File: config.mk
export PLATFORM = sky130hd
export DESIGN_NAME = xlat_cache
export DESIGN_NICKNAME = d
export VERILOG_FILES = /design/src/rtl/xlat_pkg.sv /design/src/rtl/xlat_mode_sync.sv /design/src/rtl/xlat_victim_ptr.sv /design/src/rtl/xlat_tag_store.sv /design/src/rtl/xlat_cache.sv
export SDC_FILE = /design/constraint.sdc
export NUM_CORES = 2
export LEC_CHECK = 0
export ABC_CLOCK_PERIOD_IN_PS = 6000
export BUFFER_PORTS_ARGS = -buffer_cell sky130_fd_sc_hd__buf_2
export CAP_MARGIN = 40
export CORE_MARGIN = 2
export CORE_UTILIZATION = 50
export DETAILED_ROUTE_END_ITERATION = 12
export PLACE_DENSITY = 0.7
export SLEW_MARGIN = 15
export SYNTH_ARGS = -nofsm -noshare
export SYNTH_HDL_FRONTEND = slang
export SYNTH_SLANG_ARGS = --single-unit
File: constraint.sdc
create_clock -name clk_i -period 6 [get_ports clk_i]
set_input_delay 0.9 -clock clk_i [delete_from_list [all_inputs] [get_ports clk_i]]
set_output_delay 0.9 -clock clk_i [all_outputs]
set_load 0.02 [all_outputs]
File: src/rtl/xlat_pkg.sv
package xlat_pkg;

  typedef enum logic [2:0] {
    ST_OK    = 3'd0,
    ST_MISS  = 3'd1,
    ST_PRIV  = 3'd2,
    ST_WPROT = 3'd3,
    ST_WALK  = 3'd4
  } status_e;

  typedef enum logic [1:0] {
    FL_ALL     = 2'd0,
    FL_ALL_NG  = 2'd1,
    FL_PAGE    = 2'd2,
    FL_PAGE_NG = 2'd3
  } flush_e;

  typedef struct packed {
    logic valid;
    logic glob;
    logic tag_sup;
    logic sup_only;
    logic wprot;
    logic used;
    logic modif;
  } attr_t;

  function automatic status_e perm_chk(logic sup_only, logic wprot, logic sup, logic wr);
    if (sup_only && !sup)  return ST_PRIV;
    else if (wprot && wr)  return ST_WPROT;
    else                   return ST_OK;
  endfunction

endpackage

File: src/rtl/xlat_mode_sync.sv
module xlat_mode_sync #(
  parameter int SYNC_STAGES = 2
) (
  input  logic clk_i,
  input  logic rst_ni,
  input  logic bypass_i,
  input  logic boundary_i,
  output logic byp_o
);

  logic byp_raw;

  generate
    if (SYNC_STAGES == 0) begin : g_nosync
      assign byp_raw = bypass_i;
    end else begin : g_sync
      logic [SYNC_STAGES-1:0] s_q;
      always_ff @(posedge clk_i or negedge rst_ni) begin
        if (!rst_ni) begin
          s_q <= '0;
        end else begin
          s_q[0] <= bypass_i;
          for (int k = 1; k < SYNC_STAGES; k++) s_q[k] <= s_q[k-1];
        end
      end
      assign byp_raw = s_q[SYNC_STAGES-1];
    end
  endgenerate

  // state only moves on an access boundary
  always_ff @(posedge clk_i or negedge rst_ni) begin
    if (!rst_ni)         byp_o <= 1'b0;
    else if (boundary_i) byp_o <= byp_raw;
  end

endmodule

File: src/rtl/xlat_victim_ptr.sv
module xlat_victim_ptr #(
  parameter int ENTRIES = 16,
  localparam int IDX_W  = (ENTRIES > 1) ? $clog2(ENTRIES) : 1
) (
  input  logic             clk_i,
  input  logic             rst_ni,
  input  logic             adv_i,
  output logic [IDX_W-1:0] idx_o
);

  localparam logic [IDX_W-1:0] LAST = IDX_W'(ENTRIES - 1);

  generate
    if ((1 << IDX_W) == ENTRIES) begin : g_pow2
      always_ff @(posedge clk_i or negedge rst_ni) begin
        if (!rst_ni)    idx_o <= '0;
        else if (adv_i) idx_o <= idx_o + 1'b1;
      end
    end else begin : g_wrap
      always_ff @(posedge clk_i or negedge rst_ni) begin
        if (!rst_ni)    idx_o <= '0;
        else if (adv_i) idx_o <= (idx_o == LAST) ? '0 : idx_o + 1'b1;
      end
    end
  endgenerate

  p_ptr_range_r12: assert property (@(posedge clk_i) disable iff (!rst_ni)
    idx_o <= LAST);

endmodule

File: src/rtl/xlat_tag_store.sv
module xlat_tag_store
  import xlat_pkg::*;
#(
  parameter int ENTRIES = 16,
  parameter int VPN_W   = 20,
  parameter int PPN_W   = 20,
  localparam int IDX_W  = (ENTRIES > 1) ? $clog2(ENTRIES) : 1
) (
  input  logic             clk_i,
  input  logic             rst_ni,
  // lookup
  input  logic [VPN_W-1:0] lk_vpn_i,
  input  logic             lk_sup_i,
  output logic             hit_o,
  output logic [IDX_W-1:0] hit_idx_o,
  output logic [PPN_W-1:0] hit_ppn_o,
  output logic             hit_sup_only_o,
  output logic             hit_wprot_o,
  output logic             hit_mod_o,
  // history update
  input  logic             touch_i,
  input  logic [IDX_W-1:0] touch_idx_i,
  input  logic             touch_wr_i,
  // fill
  input  logic             fill_i,
  input  logic [IDX_W-1:0] fill_idx_i,
  input  logic [VPN_W-1:0] fill_vpn_i,
  input  logic [PPN_W-1:0] fill_ppn_i,
  input  attr_t            fill_attr_i,
  // flush
  input  logic             flush_i,
  input  flush_e           flush_mode_i,
  input  logic [VPN_W-1:0] flush_vpn_i,
  input  logic             flush_sup_i
);

  logic [ENTRIES-1:0]            lk_m;
  logic [ENTRIES-1:0][PPN_W-1:0] ppn_w;
  attr_t [ENTRIES-1:0]           attr_w;

  for (genvar i = 0; i < ENTRIES; i++) begin : g_ent
    attr_t            a_q;
    logic [VPN_W-1:0] v_q;
    logic [PPN_W-1:0] p_q;
    logic             sel_fill, sel_touch, ovl, fl_hit;

    assign sel_fill  = fill_i  && (fill_idx_i  == IDX_W'(i));
    assign sel_touch = touch_i && (touch_idx_i == IDX_W'(i));
    assign lk_m[i]   = a_q.valid && (v_q == lk_vpn_i) && (a_q.glob || a_q.tag_sup == lk_sup_i);
    // entry would answer some request the new fill also answers
    assign ovl       = a_q.valid && (v_q == fill_vpn_i) &&
                       (a_q.glob || fill_attr_i.glob || a_q.tag_sup == fill_attr_i.tag_sup);

    always_comb begin
      unique case (flush_mode_i)
        FL_ALL:     fl_hit = 1'b1;
        FL_ALL_NG:  fl_hit = !a_q.glob;
        FL_PAGE:    fl_hit = (v_q == flush_vpn_i) && (a_q.tag_sup == flush_sup_i);
        FL_PAGE_NG: fl_hit = (v_q == flush_vpn_i) && (a_q.tag_sup == flush_sup_i) && !a_q.glob;
        default:    fl_hit = 1'b0;
      endcase
    end

    always_ff @(posedge clk_i or negedge rst_ni) begin
      if (!rst_ni) begin
        a_q <= '0;
      end else if (flush_i) begin
        if (fl_hit) a_q.valid <= 1'b0;
      end else if (fill_i) begin
        if (sel_fill) a_q       <= fill_attr_i;
        else if (ovl) a_q.valid <= 1'b0;
      end else if (sel_touch) begin
        a_q.used <= 1'b1;
        if (touch_wr_i) a_q.modif <= 1'b1;
      end
    end

    always_ff @(posedge clk_i) begin
      if (sel_fill) begin
        v_q <= fill_vpn_i;
        p_q <= fill_ppn_i;
      end
    end

    assign ppn_w[i]  = p_q;
    assign attr_w[i] = a_q;
  end

  always_comb begin
    hit_idx_o = '0;
    for (int k = ENTRIES - 1; k >= 0; k--) begin
      if (lk_m[k]) hit_idx_o = IDX_W'(k);
    end
  end

  assign hit_o          = |lk_m;
  assign hit_ppn_o      = ppn_w[hit_idx_o];
  assign hit_sup_only_o = attr_w[hit_idx_o].sup_only;
  assign hit_wprot_o    = attr_w[hit_idx_o].wprot;
  assign hit_mod_o      = attr_w[hit_idx_o].modif;

  p_single_hit_r12: assert property (@(posedge clk_i) disable iff (!rst_ni)
    $onehot0(lk_m));

  p_touch_on_hit_r10: assert property (@(posedge clk_i) disable iff (!rst_ni)
    touch_i |-> hit_o);

endmodule

File: src/rtl/xlat_cache.sv
module xlat_cache
  import xlat_pkg::*;
#(
  parameter int ADDR_W      = 32,
  parameter int PAGE_W      = 12,
  parameter int ENTRIES     = 16,
  parameter int SYNC_STAGES = 2,
  localparam int VPN_W      = ADDR_W - PAGE_W
) (
  input  logic              clk_i,
  input  logic              rst_ni,
  input  logic              bypass_i,
  input  logic              boundary_i,
  input  logic              acc_valid_i,
  input  logic              acc_probe_i,
  input  logic              acc_sup_i,
  input  logic              acc_write_i,
  input  logic [ADDR_W-1:0] acc_addr_i,
  input  logic              fill_valid_i,
  input  logic              fill_err_i,
  input  logic [VPN_W-1:0]  fill_vpn_i,
  input  logic [VPN_W-1:0]  fill_ppn_i,
  input  logic              fill_glob_i,
  input  logic              fill_tag_sup_i,
  input  logic              fill_sup_only_i,
  input  logic              fill_wprot_i,
  input  logic              flush_valid_i,
  input  logic [1:0]        flush_mode_i,
  input  logic [VPN_W-1:0]  flush_vpn_i,
  input  logic              flush_sup_i,
  output logic              rsp_valid_o,
  output logic [2:0]        rsp_status_o,
  output logic [ADDR_W-1:0] rsp_addr_o,
  output logic              rsp_used_o,
  output logic              rsp_mod_o,
  output logic              walk_req_o,
  output logic [VPN_W-1:0]  walk_vpn_o,
  output logic              walk_sup_o,
  output logic              walk_write_o
);

  localparam int IDX_W = (ENTRIES > 1) ? $clog2(ENTRIES) : 1;

  logic              byp_q;
  logic              pend_q, pend_sup_q, pend_wr_q;
  logic [PAGE_W-1:0] pend_off_q;
  logic [VPN_W-1:0]  acc_vpn;
  logic [PAGE_W-1:0] acc_off;
  logic              do_acc, do_fill, miss_ev, cmpl, load_en;
  logic              hit, hit_sup_only, hit_wprot, hit_mod, touch;
  logic [IDX_W-1:0]  hit_idx, victim;
  logic [VPN_W-1:0]  hit_ppn;
  status_e           acc_stat, fill_stat, rsp_stat_d, rsp_stat_q;
  attr_t             fill_attr;
  logic              rsp_valid_d, rsp_used_d, rsp_mod_d;
  logic [ADDR_W-1:0] rsp_addr_d;

  assign acc_vpn = acc_addr_i[ADDR_W-1:PAGE_W];
  assign acc_off = acc_addr_i[PAGE_W-1:0];

  // one command per cycle: flush > fill > request
  assign do_fill = fill_valid_i && !flush_valid_i;
  assign do_acc  = acc_valid_i && !flush_valid_i && !fill_valid_i && !pend_q;
  assign miss_ev = do_acc && !byp_q && !hit;
  assign cmpl    = do_fill && pend_q;
  assign load_en = do_fill && !fill_err_i;

  xlat_mode_sync #(.SYNC_STAGES(SYNC_STAGES)) u_sync (
    .clk_i      (clk_i),
    .rst_ni     (rst_ni),
    .bypass_i   (bypass_i),
    .boundary_i (boundary_i),
    .byp_o      (byp_q)
  );

  xlat_victim_ptr #(.ENTRIES(ENTRIES)) u_victim (
    .clk_i  (clk_i),
    .rst_ni (rst_ni),
    .adv_i  (load_en),
    .idx_o  (victim)
  );

  always_comb begin
    acc_stat  = perm_chk(hit_sup_only, hit_wprot, acc_sup_i, acc_write_i);
    fill_stat = fill_err_i ? ST_WALK : perm_chk(fill_sup_only_i, fill_wprot_i, pend_sup_q, pend_wr_q);
    fill_attr = '{valid:    1'b1,
                  glob:     fill_glob_i,
                  tag_sup:  fill_tag_sup_i,
                  sup_only: fill_sup_only_i,
                  wprot:    fill_wprot_i,
                  used:     cmpl && fill_stat == ST_OK,
                  modif:    cmpl && fill_stat == ST_OK && pend_wr_q};
  end

  assign touch = do_acc && !byp_q && hit && acc_stat == ST_OK;

  xlat_tag_store #(.ENTRIES(ENTRIES), .VPN_W(VPN_W), .PPN_W(VPN_W)) u_store (
    .clk_i          (clk_i),
    .rst_ni         (rst_ni),
    .lk_vpn_i       (acc_vpn),
    .lk_sup_i       (acc_sup_i),
    .hit_o          (hit),
    .hit_idx_o      (hit_idx),
    .hit_ppn_o      (hit_ppn),
    .hit_sup_only_o (hit_sup_only),
    .hit_wprot_o    (hit_wprot),
    .hit_mod_o      (hit_mod),
    .touch_i        (touch),
    .touch_idx_i    (hit_idx),
    .touch_wr_i     (acc_write_i),
    .fill_i         (load_en),
    .fill_idx_i     (victim),
    .fill_vpn_i     (fill_vpn_i),
    .fill_ppn_i     (fill_ppn_i),
    .fill_attr_i    (fill_attr),
    .flush_i        (flush_valid_i),
    .flush_mode_i   (flush_e'(flush_mode_i)),
    .flush_vpn_i    (flush_vpn_i),
    .flush_sup_i    (flush_sup_i)
  );

  always_comb begin
    rsp_valid_d = 1'b0;
    rsp_stat_d  = ST_OK;
    rsp_addr_d  = '0;
    rsp_used_d  = 1'b0;
    rsp_mod_d   = 1'b0;
    if (cmpl) begin
      rsp_valid_d = 1'b1;
      rsp_stat_d  = fill_stat;
      if (fill_stat == ST_OK) begin
        rsp_addr_d = {fill_ppn_i, pend_off_q};
        rsp_used_d = 1'b1;
        rsp_mod_d  = pend_wr_q;
      end
    end else if (do_acc) begin
      if (byp_q) begin
        rsp_valid_d = 1'b1;
        rsp_addr_d  = acc_addr_i;
      end else if (hit) begin
        rsp_valid_d = 1'b1;
        rsp_stat_d  = acc_stat;
        if (acc_stat == ST_OK) begin
          rsp_addr_d = {hit_ppn, acc_off};
          rsp_used_d = 1'b1;
          rsp_mod_d  = hit_mod || acc_write_i;
        end
      end else if (!acc_probe_i) begin
        rsp_valid_d = 1'b1;
        rsp_stat_d  = ST_MISS;
      end
    end
  end

  always_ff @(posedge clk_i or negedge rst_ni) begin
    if (!rst_ni) begin
      rsp_valid_o <= 1'b0;
      rsp_stat_q  <= ST_OK;
      rsp_addr_o  <= '0;
      rsp_used_o  <= 1'b0;
      rsp_mod_o   <= 1'b0;
    end else begin
      rsp_valid_o <= rsp_valid_d;
      rsp_stat_q  <= rsp_stat_d;
      rsp_addr_o  <= rsp_addr_d;
      rsp_used_o  <= rsp_used_d;
      rsp_mod_o   <= rsp_mod_d;
    end
  end

  assign rsp_status_o = rsp_stat_q;

  always_ff @(posedge clk_i or negedge rst_ni) begin
    if (!rst_ni) begin
      pend_q       <= 1'b0;
      pend_sup_q   <= 1'b0;
      pend_wr_q    <= 1'b0;
      pend_off_q   <= '0;
      walk_req_o   <= 1'b0;
      walk_vpn_o   <= '0;
      walk_sup_o   <= 1'b0;
      walk_write_o <= 1'b0;
    end else begin
      walk_req_o <= miss_ev || (pend_q && !do_fill);
      if (miss_ev) begin
        walk_vpn_o   <= acc_vpn;
        walk_sup_o   <= acc_sup_i;
        walk_write_o <= acc_write_i;
      end
      if (miss_ev && acc_probe_i) begin
        pend_q     <= 1'b1;
        pend_sup_q <= acc_sup_i;
        pend_wr_q  <= acc_write_i;
        pend_off_q <= acc_off;
      end else if (cmpl) begin
        pend_q <= 1'b0;
      end
    end
  end

  p_bypass_ident_r1: assert property (@(posedge clk_i) disable iff (!rst_ni)
    (do_acc && byp_q) |=> rsp_valid_o && rsp_addr_o == $past(acc_addr_i) && !walk_req_o);

  p_flush_first_r11: assert property (@(posedge clk_i) disable iff (!rst_ni)
    flush_valid_i |=> !rsp_valid_o);

  p_probe_wait_r9: assert property (@(posedge clk_i) disable iff (!rst_ni)
    (pend_q && !fill_valid_i) |=> walk_req_o && !rsp_valid_o);

  p_fault_zero_r7: assert property (@(posedge clk_i) disable iff (!rst_ni)
    (rsp_valid_o && rsp_status_o != 3'd0) |-> (rsp_addr_o == '0 && !rsp_used_o));

  p_miss_walk_r8: assert property (@(posedge clk_i) disable iff (!rst_ni)
    (rsp_valid_o && rsp_status_o == 3'd1) |-> walk_req_o);

endmodule

# Word level (Yosys, flattened, before mapping)
# Cells that the tools add are included.
# word_totals
in_bits	110
out_inout_bits	61
romBits	0
latchBits	0
elab_cells	850
reg_bits	835
ram_bits	0
n_memories	0
# classes
magnitude_cmp	1
n_reduce_logical	326
add_sub_neg	1
n_eq_ne	161
n_mul	0
bitwise	1
n_div	0
shifts	0
muxes	200
# op_table
operator	count
== test 20 bit	48
2-to-1 mux 32 bit	6
logical AND 1 bit	146
AND reduction 3 bit	48
2-to-1 mux 6 bit	16
2-to-1 mux 1 bit	85
binary-select mux 20 bit (select 4 bit)	1
2-to-1 mux 5 bit	16
2-to-1 mux 2 bit	35
2-to-1 mux 4 bit	17
== test 4 bit, second input constant	16
case mux 1 bit (4 select lines)	16
AND reduction 4 bit	16
logical OR 1 bit	50
== test 1 bit	48
nonzero test 3 bit	16
nonzero test 2 bit	19
== test 4 x 3 -> 1 bit, second input constant	8
!= test 2 x 1 -> 1 bit, second input constant	16
!= test 2 bit, second input constant	16
binary-select mux 7 bit (select 4 bit)	1
zero test 1 bit	25
2-to-1 mux 20 bit	1
2-to-1 mux 3 bit	6
other kinds (11)	18

# Logic depth before layout (Yosys ltp)
# logic_depth
depth_word	30
ltp_mapped	17
depth_no_buf	12

# Hierarchy
# Synthesis repeated with hierarchy kept, for this count alone.
# hier_totals
cells_unflattened	3789
area_unflattened_um2	45363.5
# by_module_without_submodules
module	instances	seq_area_each_um2	cells_per_inst	area_each_um2
xlat_tag_store	1	21620.7	3557	41975.3
xlat_cache	1	1901.8	217	3138.0
xlat_victim_ptr	1	100.1	11	160.2
xlat_mode_sync	1	75.1	4	90.1

# Least setup slack after synthesis
# OpenSTA, ideal clock, no wires.
# synth_path
kind	input port to flip-flop
from	input acc_addr_i[29]
to	register rsp_addr_o[10]
t_arrival_ns	4.257
path_stages	16
setup_ns	0.121
required_ns	5.879
setup_slack_ns	1.622
path_buffers	4
cell_sequence	buf_2 > buf_2 > xnor2_1 > nand4_1 > or4_1 > nor4_1 > o211a_1 > o2111ai_2 > nand2_2 > nand2_1 > a41o_1 > or4_4 > buf_6 > a31oi_4 > buf_4 > o21ai_1
# synth_between
elab_chain_cells	30
word_cells_on_any_way	77
cone_classes	eq/ne: 16; mux: 25; reduce/logical: 36
# synth_lines
item	line	text
from (decl)	xlat_cache.sv:18	input logic [ADDR_W-1:0] acc_addr_i,
== test 20 bit	xlat_tag_store.sv:49	assign lk_m[i] = a_q.valid && (v_q == lk_vpn_i) && (a_q.glob || a_q.tag_sup == lk_sup_i);
logical AND 1 bit (2 in series)	xlat_tag_store.sv:49	
2-to-1 mux 4 bit (16 in series)	xlat_tag_store.sv:92	if (lk_m[k]) hit_idx_o = IDX_W'(k);
binary-select mux 7 bit (select 4 bit)	xlat_tag_store.sv:98, xlat_tag_store.sv:99	
2-to-1 mux 4 bit (implied by the code)	xlat_tag_store.sv:98	assign hit_sup_only_o = attr_w[hit_idx_o].sup_only;
logical AND 1 bit	xlat_pkg.sv:30	else if (wprot && wr) return ST_WPROT;
2-to-1 mux 2 bit	xlat_pkg.sv:30	
2-to-1 mux 3 bit	xlat_pkg.sv:29	if (sup_only && !sup) return ST_PRIV;
zero test 3 bit	xlat_cache.sv:143	if (acc_stat == ST_OK) begin
2-to-1 mux 32 bit	xlat_cache.sv:143	
2-to-1 mux 32 bit *	xlat_cache.sv:140	end else if (hit) begin
2-to-1 mux 32 bit *	xlat_cache.sv:137	if (byp_q) begin
2-to-1 mux 32 bit *	xlat_cache.sv:136	end else if (do_acc) begin
2-to-1 mux 32 bit *	xlat_cache.sv:128	if (cmpl) begin
net rsp_addr_d[10]	xlat_cache.sv:56	logic [ADDR_W-1:0] rsp_addr_d;
to (signal assigned)	xlat_cache.sv:165	rsp_addr_o <= rsp_addr_d;
to (decl)	xlat_cache.sv:33	output logic [ADDR_W-1:0] rsp_addr_o,
# Mark *: on every way through the listed nets, which the timed path passes. The rest lies on a longest branch. The select of a mux whose other input is x is not followed.
# A chain may end at the register's enable or synchronous reset.

# Worst setup path in the final report
# layout_path
from	input acc_addr_i[25]
to	register rsp_addr_o[21]
# Same word-level chain as after synthesis.

==> metrics.md <==
| Metric | Value |
|---|---|
| Power density over the cells | 296.6 nW/um2 |
| Share of the yosys chip area belonging to registers | 54.88% |
| Final Core Density | 57.90% |
| Die W | 297.9 um |
| Cell-by-cell listing of the critical path | buf_2 -> xor2_1 -> nor4_1 -> nand4_1 -> or4_1 -> nand2_1 -> a31oi_1 -> nor2_4 -> buf_12 -> buf_12 -> mux2i_1 -> mux2_2 -> a22oi_1 -> o221ai_1 -> o21ai_1 |
| Nets | 3796 |
| Number of global-route vias before repair | 30910 |
| Slew of the pin with the lowest slew margin | 0.9501 ns |
| Sum of routed wire segments on met1 | 59520 um |
| Slowest library cell on the worst path | or4_1 |
| Cts bufs inserted | 90 |
| DRT antenna net count | 0 |
| Maximum capacitance violations | 0 |
| Worst slew margin relative to its limit | 36.66% |
| Cell count after synthesis | 3465 |
| Leading cell types in the layout, fill and taps excluded | edfxtp_1 (640), xor2_1 (595), xnor2_1 (422) |
| Gp weighted congestion | 0.9925 |
| TritonCTS clock tree | done |
| Deepest clock path buffer count | 3 |
| Predominant post-synthesis flop cell | edfxtp_1 |
| Post-DR wirelength/cell | 31.85 um |
| Count of cells resized by post-cts repair | 0 |
| Run status | finished, final reports clean |
| Root buffer cell | clkbuf_16 |
| Met2 wire len | 69410 um |
| Fraction of registers with async set or reset after synthesis | 21.86% |
| HP Class | in -> async |
| Starting density of the core | 50.55% |
| Core area | 85410 um2 |
| Antenna violations before repair | 4 |
| Path type of the worst setup path | in -> reg |
| Share of layout cells above drive strength 1 | 17.74% |
| CP endpoint kind | flip-flop |
| Cell leakage power | 18.62 nW |
| Standard-cell rows | 107 |
| Worst-case reg-to-reg path depth | 14 |
| Tot GR Track Use | 34.79% |
| R2R Path End | rsp_addr_o[21] |
| Setup repair after global routing missed its margin | no |
| Routed vias | 31420 |
| Global-route wire length before repair | 222300 um |
| Area of the die | 88720 um2 |
| Multiplexer share of the synthesized area | 7.050% |
| Adder-Cell Fraction of Synth Area | 0.1159% |
| Uppermost layer routed | met5 |
| Share of synthesized cell area in and, or, nand and nor gates | 10.37% |
| I/O pin total | 171 |
| EDFF count, synth | 640 |
| First-pass detailed-route iteration total | 6 |
| Crit path arrival time | 5.52 ns |
| Critical register-to-register path startpoint | u_store.g_ent[0].v_q[13] |
| Critical path startpoint category | input pin |
| Clock latency on the worst-skew pair | 0.70 ns |
| TritonCTS sink count | 819 |
| Largest family of logic cells by synthesized area | XOR/XNOR gates |
| Synth unique cells | 71 |
| Timing-limited maximum frequency | 0.2039 GHz |
| Count of hold-fix buffers inserted at cts | 0 |
| Worst clock skew | 0.05388 ns |
| Final Max Slew Viols | 0 |
| Number of post-CTS setup repair buffers | 0 |
| Synthesized net count | 3579 |
| Congestion Overflow GR | 0 |
| Cell type contributing the most total cell area after synthesis | edfxtp_1 |
| Iter 0 DRT Violations | 4187 |
| Final critical delay including setup and external delays | 4.905 ns |
| Number of register bits inferred by synthesis | 819 |
| Clock-pin slew on the worst setup and hold paths | 0.06 ns |
| Data required time at the worst endpoint | 6.61 ns |
| Peak supply drop | 235.2 uV |
| Commonest non-fill, non-tap cell in the layout | edfxtp_1 |
| CP max FO | 55 |
| H-tree depth | 3 |
| Relative area change from synthesis to final layout | 14.53% |
| Xor/xnor share of the synthesized area | 20.67% |
| Die boundary height | 297.9 um |
| Setup slack of the most critical reg-to-reg path | 1.39 ns |
| Total wirelength of the detailed-routed design | 156200 um |
| Synth area leaders | edfxtp_1 (45%), xor2_1 (12%), dfrtp_1 (10%) |
| Vias per std cell | 6.407 |
| Remaining design rule violation count | 0 |
| Largest net degree at the start of global routing | 97 |
| Count of final setup violators | 0 |
| Post-synth design cell area | 43180 um2 |
| Average instance area after synthesis | 12.46 um2 |
| Compound-cell area share of the yosys netlist | 4.297% |
| Sum of met3 wire segment lengths after detailed routing | 18070 um |
| Synthesis Warnings | 0 |
| Accumulated negative setup slack | 0 ns |
| Port-buffer cells | 170 |
| Final Hold Violating Endpoints | 0 |
| Ratio of final minimum period to clock period | 81.75% |
| Largest incremental delay on the critical path | 0.68 ns |
| Top-area cell type share of the netlist area | 44.51% |
| DP Wirelength | 102300 um |
| Final Power | 14.67 mW |
| CP most frequent cell | buf_12 |
per-stage QoR:
step	hold slack, ns	std cells	instance area (um2)	worst slack [ns]
after global placement	0.3359	4707	45680	0.6326
after floorplan	0.3312	3465	43180	1.622
after global routing	0.2805	4904	49450	0.8870
after detailed placement	0.3549	4733	46220	0.6316
after CTS	0.2586	4902	49430	1.318
final	0.1922	4904	49450	1.095
power breakdown:
part | leakage [nW] | internal [mW] | total, mW | switching [mW]
logic | 8.97 | 0.721 | 1.92 | 1.20
clock network | 1.52 | 3.51 | 5.95 | 2.44
registers | 8.13 | 6.49 | 6.80 | 0.311
synthesized netlist by cell type, types with 32 or more instances:
master and instances:
edfxtp_1 640, xor2_1 595, xnor2_1 422, dfrtp_1 179
nand2_1 174, nor4_1 173, nand4_1 159, mux2_2 152
mux2i_1 132, clkbuf_1 120, nand3_1 89, nor3_1 66
nor2_1 58, a21oi_1 45, o21ai_0 45, inv_1 38
a22oi_1 34, o21ai_1 32
final cells by class:
class	count	area (um2)
inverters	38	142.6
diodes	1	2.502
well taps	1144	1431
clock buffers	113	2379
repair buffers	331	2576
flip-flops and latches	819	23700
multi-input cells	2402	18390
clock inverters	56	828.3
fillers	6981	35960
how the worst max path moves through the flow:
stage,slack [ns],start,depth (start not counted),end
CTS,1.32,acc_addr_i[25],15,rsp_addr_o[21]
finish,1.10,acc_addr_i[25],15,rsp_addr_o[21]
global route,0.89,acc_addr_i[19],14,rsp_addr_o[0]
detailed placement,0.63,acc_addr_i[19],14,rsp_addr_o[1]
global placement,0.63,acc_addr_i[19],14,rsp_addr_o[1]
floorplan,1.62,acc_addr_i[29],16,rsp_addr_o[10]
state kept, by name (all words and copies together), names as in the netlist, 3 cells and up:
| register | count |
|---|---|
| u_store.attr_w | 96 |
| u_store.g_ent.p_q | 320 |
| pend_off_q | 12 |
| u_victim.idx_o | 4 |
| u_store.g_ent.v_q | 320 |
| rsp_status_o | 3 |
| walk_vpn_o | 20 |
| rsp_addr_o | 32 |
critical path, delay by kind of cell:
| kind | cells | cell delay (ns) |
|---|---|---|
| AND/OR/NAND/NOR | 5 | 1.92 |
| XOR/XNOR | 1 | 0.18 |
| buffers and inverters | 3 | 1.23 |
| multiplexers | 2 | 0.40 |
| AO/OA/AOI/OAI | 4 | 0.77 |
cells by family (layout without fill, tap and decap cells):
group                    Yosys count  after routing
XOR/XNOR                        1018           1018
flip-flops                       819            819
buffers and inverters            244            538
AND/OR/NAND/NOR                  825            825
adder cells (fa/ha/maj)            4              4
AO/OA/AOI/OAI                    270            270
multiplexers                     285            285
other                              0              1
layer usage:
metal  vias up  global-route usage (%)
met5         -                       0
met4         4                   17.96
met3       519                   7.548
met2      2202                   53.54
met1     15610                   46.48
li1      13090                       -
(Power assumes the default switching activity.)
